==> config.mk <==
export PLATFORM = sky130hd
export DESIGN_NAME = coinc_trigger_former
export DESIGN_NICKNAME = d
export VERILOG_FILES = /design/src/rtl/trig_pkg.sv /design/src/rtl/paddle_plane.sv /design/src/rtl/trig_logic.sv /design/src/rtl/coinc_trigger_former.sv
export SDC_FILE = /design/constraint.sdc
export NUM_CORES = 1
export LEC_CHECK = 0
export BUFFER_PORTS_ARGS = -buffer_cell sky130_fd_sc_hd__buf_2
export CORE_AREA = 2 2 39 41
export CTS_CLUSTER_SIZE = 40
export DETAILED_ROUTE_END_ITERATION = 8
export DIE_AREA = 0 0 41 43
export GPL_TIMING_DRIVEN = 1
export PLACE_DENSITY = 0.63
export SETUP_SLACK_MARGIN = 0.5
export SYNTH_ARGS = -nofsm -noshare
export SYNTH_HDL_FRONTEND = slang
export SYNTH_SLANG_ARGS = --single-unit
==> constraint.sdc <==
create_clock -name clk -period 1.1 [get_ports clk]
set_input_delay 0.055 -clock clk [delete_from_list [all_inputs] [get_ports clk]]
set_output_delay 0.055 -clock clk [all_outputs]
set_load 0.02 [all_outputs]
==> src/rtl/trig_pkg.sv <==
package trig_pkg;
  // Selects the loose equation that forms the efficiency trigger.
  typedef enum logic {
    EFF_MAJORITY = 1'b0,  // aux AND (p1 OR p2)
    EFF_WIDE     = 1'b1   // p2 AND (p1 OR either aux tube)
  } eff_kind_e;

  // One registered output word.
  typedef struct packed {
    logic main_trig;
    logic eff_trig;
    logic p1_or;
    logic p2_or;
    logic aux_and;
  } trig_word_t;
endpackage

==> src/rtl/paddle_plane.sv <==
module paddle_plane #(
  parameter int PADDLES = 6
) (
  input  logic [PADDLES-1:0] tube_l,
  input  logic [PADDLES-1:0] tube_r,
  output logic               plane_hit
);
  logic [PADDLES-1:0] paddle_hit;

  // A paddle counts only when both of its ends see light.
  for (genvar g = 0; g < PADDLES; g++) begin : g_paddle
    assign paddle_hit[g] = tube_l[g] & tube_r[g];
  end

  assign plane_hit = |paddle_hit;
endmodule

==> src/rtl/trig_logic.sv <==
module trig_logic
  import trig_pkg::*;
#(
  parameter eff_kind_e EFF_KIND = EFF_MAJORITY
) (
  input  logic alt_mode,
  input  logic p1,
  input  logic p2,
  input  logic aux_a,
  input  logic aux_b,
  output logic aux_both,
  output logic main_hit,
  output logic eff_hit
);
  logic partner;

  assign aux_both = aux_a & aux_b;
  // The coincidence partner of plane 1 depends on the mode.
  assign partner  = alt_mode ? aux_both : p2;
  assign main_hit = p1 & partner;

  if (EFF_KIND == EFF_MAJORITY) begin : g_eff_maj
    assign eff_hit = aux_both & (p1 | p2) & ~main_hit;
  end else begin : g_eff_wide
    assign eff_hit = p2 & (p1 | aux_a | aux_b) & ~main_hit;
  end
endmodule

==> src/rtl/coinc_trigger_former.sv <==
module coinc_trigger_former
  import trig_pkg::*;
#(
  parameter int        PADDLES  = 6,
  parameter eff_kind_e EFF_KIND = EFF_MAJORITY
) (
  input  logic               clk,
  input  logic               rst_n,
  input  logic               alt_mode,
  input  logic [PADDLES-1:0] p1_left,
  input  logic [PADDLES-1:0] p1_right,
  input  logic [PADDLES-1:0] p2_left,
  input  logic [PADDLES-1:0] p2_right,
  input  logic               aux_a,
  input  logic               aux_b,
  output logic               main_trig,
  output logic               eff_trig,
  output logic               p1_or,
  output logic               p2_or,
  output logic               aux_and
);
  logic       p1_hit, p2_hit, aux_hit, main_hit, eff_hit;
  trig_word_t nxt_q, out_q;

  paddle_plane #(.PADDLES(PADDLES)) u_plane1 (
    .tube_l(p1_left), .tube_r(p1_right), .plane_hit(p1_hit)
  );

  paddle_plane #(.PADDLES(PADDLES)) u_plane2 (
    .tube_l(p2_left), .tube_r(p2_right), .plane_hit(p2_hit)
  );

  trig_logic #(.EFF_KIND(EFF_KIND)) u_logic (
    .alt_mode(alt_mode), .p1(p1_hit), .p2(p2_hit),
    .aux_a(aux_a), .aux_b(aux_b), .aux_both(aux_hit),
    .main_hit(main_hit), .eff_hit(eff_hit)
  );

  always_comb begin
    nxt_q.main_trig = main_hit;
    nxt_q.eff_trig  = eff_hit;
    nxt_q.p1_or     = p1_hit;
    nxt_q.p2_or     = p2_hit;
    nxt_q.aux_and   = aux_hit;
  end

  // Output stage: one cycle of latency, synchronous reset.
  always_ff @(posedge clk) begin
    if (!rst_n) out_q <= '0;
    else        out_q <= nxt_q;
  end

  assign main_trig = out_q.main_trig;
  assign eff_trig  = out_q.eff_trig;
  assign p1_or     = out_q.p1_or;
  assign p2_or     = out_q.p2_or;
  assign aux_and   = out_q.aux_and;

  // reset clears every output on the following edge
  p_reset_clear_r1: assert property (@(posedge clk)
    !rst_n |=> (!main_trig && !eff_trig && !p1_or && !p2_or && !aux_and));

  // a full paddle hit on plane 1 shows on the monitor one cycle later
  p_plane1_hit_r2: assert property (@(posedge clk) disable iff (!rst_n)
    (|(p1_left & p1_right)) |=> p1_or);

  // the same for plane 2
  p_plane2_hit_r2: assert property (@(posedge clk) disable iff (!rst_n)
    (|(p2_left & p2_right)) |=> p2_or);

  // both auxiliary tubes lead to the auxiliary monitor
  p_aux_both_r4: assert property (@(posedge clk) disable iff (!rst_n)
    (aux_a && aux_b) |=> aux_and);

  // a main trigger always comes with a first-plane hit
  p_main_needs_p1_r3: assert property (@(posedge clk) disable iff (!rst_n)
    main_trig |-> p1_or);

  // in the alternative mode, plane 1 plus both aux tubes fires main
  p_alt_main_r5: assert property (@(posedge clk) disable iff (!rst_n)
    (alt_mode && (|(p1_left & p1_right)) && aux_a && aux_b) |=> main_trig);

  // the veto keeps the two triggers apart
  p_veto_r8: assert property (@(posedge clk) disable iff (!rst_n)
    !(main_trig && eff_trig));
endmodule

# == Word-level counts from Yosys, hierarchy flattened ==
# Index checks and enable logic that the tools add are counted.
# word_totals
ff_bits,5
latchBits,0
ram_bits,0
romBits,0
inputBits,29
out_inout_bits,5
word_cells,26
n_memories,0
# classes
add_sub_neg,0
n_mul,0
div,0
n_lt_le_gt_ge,0
n_eq_ne,0
shifts,0
mux,1
bitwise_logic,18
n_reduce_logical,2
# op_table
cell,n
$and A1 B1 Y1,16
$reduce_or A6 Y1,2
$mux W1,1
$not A1 Y1,1
$or A1 B1 Y1,1

# == Depth between registers and ports, before layout ==
# depth
ltp_word,6
depth_mapped,4
ltp_nobuf,4

# == Modules after synthesis ==
# Synthesis repeated with hierarchy kept, for this count alone.
# unflattened
hier_cells,25
area_unflattened_um2,237.7
# by_module_without_submodules
module,instances,cells_each,area_each_um2,seq_area_each_um2
coinc_trigger_former,1,10,131.4,100.1
paddle_plane,2,4,27.5,0.0
trig_logic,1,7,51.3,0.0

# == Worst setup path after synthesis ==
# Ideal clock, no wire load.
# synth_timing
path_type,input to register
from,input p2_left[5]
to,register out_q (netlist bit eff_trig)
setup_ns,0.070
arrival_ns,0.789
required_time_ns,1.030
slack_ns,0.241
path_stages,4
path_buffers,0
path_cell_list,a22oi_2 > nand3_2 > or3_1 > a21boi_1
# synth_between
elab_chain_cells,6
word_cells_on_any_way,8
classes_between,1 x mux; 6 x bitwise; 1 x reduce/logical
# synth_lines
element,line_no,text
"start, declared",coinc_trigger_former.sv:12,"input logic [PADDLES-1:0] p2_left,"
$and A1 B1 Y1 *,paddle_plane.sv:12,assign paddle_hit[g] = tube_l[g] & tube_r[g];
$reduce_or A6 Y1 *,paddle_plane.sv:15,assign plane_hit = |paddle_hit;
$mux W1,trig_logic.sv:19,assign partner = alt_mode ? aux_both : p2;
$and A1 B1 Y1,trig_logic.sv:20,assign main_hit = p1 & partner;
$not A1 Y1,trig_logic.sv:23,assign eff_hit = aux_both & (p1 | p2) & ~main_hit;
$and A1 B1 Y1 *,trig_logic.sv:23,
"end signal, assigned",coinc_trigger_former.sv:50,else out_q <= nxt_q;
"end, declared",coinc_trigger_former.sv:23,"trig_word_t nxt_q, out_q;"
# Mark *: on every way between the ends. The rest lies on a longest branch, timed or not.
# A chain may end at the register's enable or synchronous reset.

# == Final worst setup path ==
# layout_timing
from,input p2_left[2]
to,register out_q (netlist bit eff_trig)
# Same word-level chain as after synthesis.

==> impl_metrics.tcl <==
set metrics [dict create \
    status "finished, final reports clean" \
    crit_type "in2reg" \
    vdd_ir_drop_max_mv 0.323 \
    place.detailed.instances 71 \
    die_h_um 43 \
    cts.htree.levels 1 \
    postCtsHoldBufs 0 \
    synthDominantCellAreaShare_pct 43.2 \
    path_max_fanout 2 \
    hold_path_end "p2_or$_SDFF_PN0_" \
    grt_usage_pct 9.34 \
    clock.fmax_ghz 1.38 \
    grt.met2_usage_pct 15.3 \
    gp_congestion 0.663 \
    placement_rows 14 \
    netlist-cell-type-count 11 \
    final.period_utilization_pct 65.8 \
    grtUsageMet3_pct 1.57 \
    timing.critical_path.cells "buf_2 -> a22oi_2 -> nand3_2 -> or3_1 -> a21boi_1" \
    synth.yosys.seq_area_share_pct 43.2 \
    finalPower_uw 547 \
    drc 0 \
    antennaDiodeCount 0 \
    grt_setup_unrepaired "true" \
    setup_ws_final_ps 376 \
    global_route.peak_usage_layer "met2" \
    ant_nets 0 \
    path_clk_slew_ps 40 \
    ctsRootBufferMaster "sky130_fd_sc_hd__clkbuf_4" \
    cts-buffers-inserted 3 \
    crit_buf_inv 1 \
    global_route.overflow_total 0 \
    die_area_um2 1760 \
    slew_viol_final 0 \
    final_cell_mix "26 x sky130_fd_sc_hd__buf_2, 7 x sky130_fd_sc_hd__buf_6, 5 x sky130_fd_sc_hd__dfxtp_2" \
    dr.pass1.iters 2 \
    worst_tran_pin_value_ps 153 \
    report.final.hold_viol_count 0 \
    min_delay_path_depth 2 \
    numClockSinks 5 \
    finalSetupViolCount 0 \
    yosys_warnings 0 \
    synthDominantAreaCellType "sky130_fd_sc_hd__dfxtp_1" \
    area_growth_pct 116 \
    cpPeakStageDelay_ps 350 \
    count_of_placed_standard_cells_in_the_final_layout_fillers_left_out 76 \
    globalRouteMet1Util_pct 10.3 \
    relSlewSlack_pct 89.8 \
    grt_first_pass_wirelength_mm 1.15 \
    setup.worst_path.end_class "flop" \
    design.portCount 34 \
    mostFrequentLayoutCell "sky130_fd_sc_hd__buf_2" \
    initial_core_util_pct 16.7 \
    cp.arrival_ps 890 \
    place.port_buffers 33 \
    dr_total_vias 334 \
    tns_ps 0 \
    number_of_storage_elements_in_the_synthesis_netlist 5 \
    cts_max_path_buffers 2 \
    syn_inst 22 \
    syn-mean-instance-area_um2 10.5 \
    crit_start "p2_left[2]" \
    crit_required_ps 1260 \
    hold_path_startpoint "rst_n" \
    worst-path-stages 5 \
    path_class_of_the_lowest_slack_min_delay_path "in2reg" \
    crit_family "simple AND/OR/NAND/NOR gates" \
    wl_um 639 \
    syn-cell-area_um2 231 \
    worstSetupStartpointType "primary input" \
    wl_per_cell_um 8.41 \
    design.core.area_um2 1380 \
    vias_in_the_first_global_route 330 \
    timing.final.crit_period_ps 724 \
    antenna_found_initial 0 \
    preCtsSetupSlack_ps 94.4 \
    synth.area.top_cells "sky130_fd_sc_hd__dfxtp_1 43%, sky130_fd_sc_hd__a22oi_2 16%, sky130_fd_sc_hd__a22oi_1 9.7%, sky130_fd_sc_hd__and3_1 5.4%, sky130_fd_sc_hd__nand2_1 4.9%" \
    cap_viol_max_count 0 \
    maximum_number_of_pins_on_one_net_before_global_route_repair 4 \
    power.density_nw_per_um2 1090 \
    layout-drive-gt1-share_pct 78.3 \
    detail_route.iter0.violations 3 \
    horizontal_extent_of_the_die_um 41 \
    tritoncts "done" \
    route.detailed.vias_per_inst 4.39 \
    fin_nets 90 \
    postSynthNetCount 51 \
    critPathSlowestCell "sky130_fd_sc_hd__or3_1" \
    static_leakage_power_nw 0.262 \
]
-- repair_timing --
action | in CTS | in global routing
resized for setup | 17 | 0
setup buffers | 1 | 0
pin swaps | 2 | 0
endpoints found under the setup margin | 6 | 8
-- sequential cells by signal, summed over array words and instances, names as in the netlist --
register and flops:
aux_and 1, eff_trig 1, main_trig 1, p1_or 1
p2_or 1
-- report_power, final --
part | internal [mW] | switching (mW) | total (mW)
Clock | 0.137 | 0.0717 | 0.209
Combinational | 0.0852 | 0.0525 | 0.138
Sequential | 0.196 | 0.00486 | 0.200
Total | 0.418 | 0.129 | 0.547
-- cell usage after synthesis --
| library cell | number |
|---|---|
| sky130_fd_sc_hd__a22oi_1 | 3 |
| sky130_fd_sc_hd__a22oi_2 | 3 |
| sky130_fd_sc_hd__or3_1 | 1 |
| sky130_fd_sc_hd__nand3_2 | 1 |
| sky130_fd_sc_hd__dfxtp_1 | 5 |
| sky130_fd_sc_hd__o211a_1 | 1 |
| sky130_fd_sc_hd__nand2_1 | 3 |
| sky130_fd_sc_hd__nor2b_1 | 1 |
| sky130_fd_sc_hd__and2_2 | 1 |
| sky130_fd_sc_hd__a21boi_1 | 1 |
| sky130_fd_sc_hd__and3_1 | 2 |
-- per-stage QoR --
stage,hold slack (ps),area (um^2),util [%]
after floorplan,191,231,-
after global placement,304,417,30.1
after detailed placement,306,417,30.1
after CTS,52.6,500,36.2
after global routing,60.7,500,36.2
final,64.4,500,36.2
-- kinds of logic (layout without fill, tap and decap cells) --
group	Yosys count	count (layout)	share of synthesized area [%]
AOI/OAI and AO/OA	8	8	33.5
buffers and inverters	0	38	0
DFF	5	5	43.2
and+or+nand+nor	9	9	23.2
-- worst max path at each step --
stage | endpoint | slack [ps]
finish | eff_trig$_SDFF_PN0_ | 380
global route | eff_trig$_SDFF_PN0_ | 280
CTS | eff_trig | 360
detailed placement | eff_trig$_SDFF_PN0_ | 90
global placement | eff_trig$_SDFF_PN0_ | 120
floorplan | eff_trig$_SDFF_PN0_ | 260
-- cell type report --
cell class	instances	area, um^2
Multi-Input combinational cell	17	131
Sequential cell	5	106
Timing Repair Buffer	34	216
Clock buffer	4	26.3
Tap cell	16	20.0
Fill cell	143	883
-- routing by layer --
metal  routed length, um  up-vias
met5                   0        -
met4                   0        0
met3                  58        0
met2                 339       23
met1                 241      150
li1                    -      161
Power figures use the tool's default switching activity.
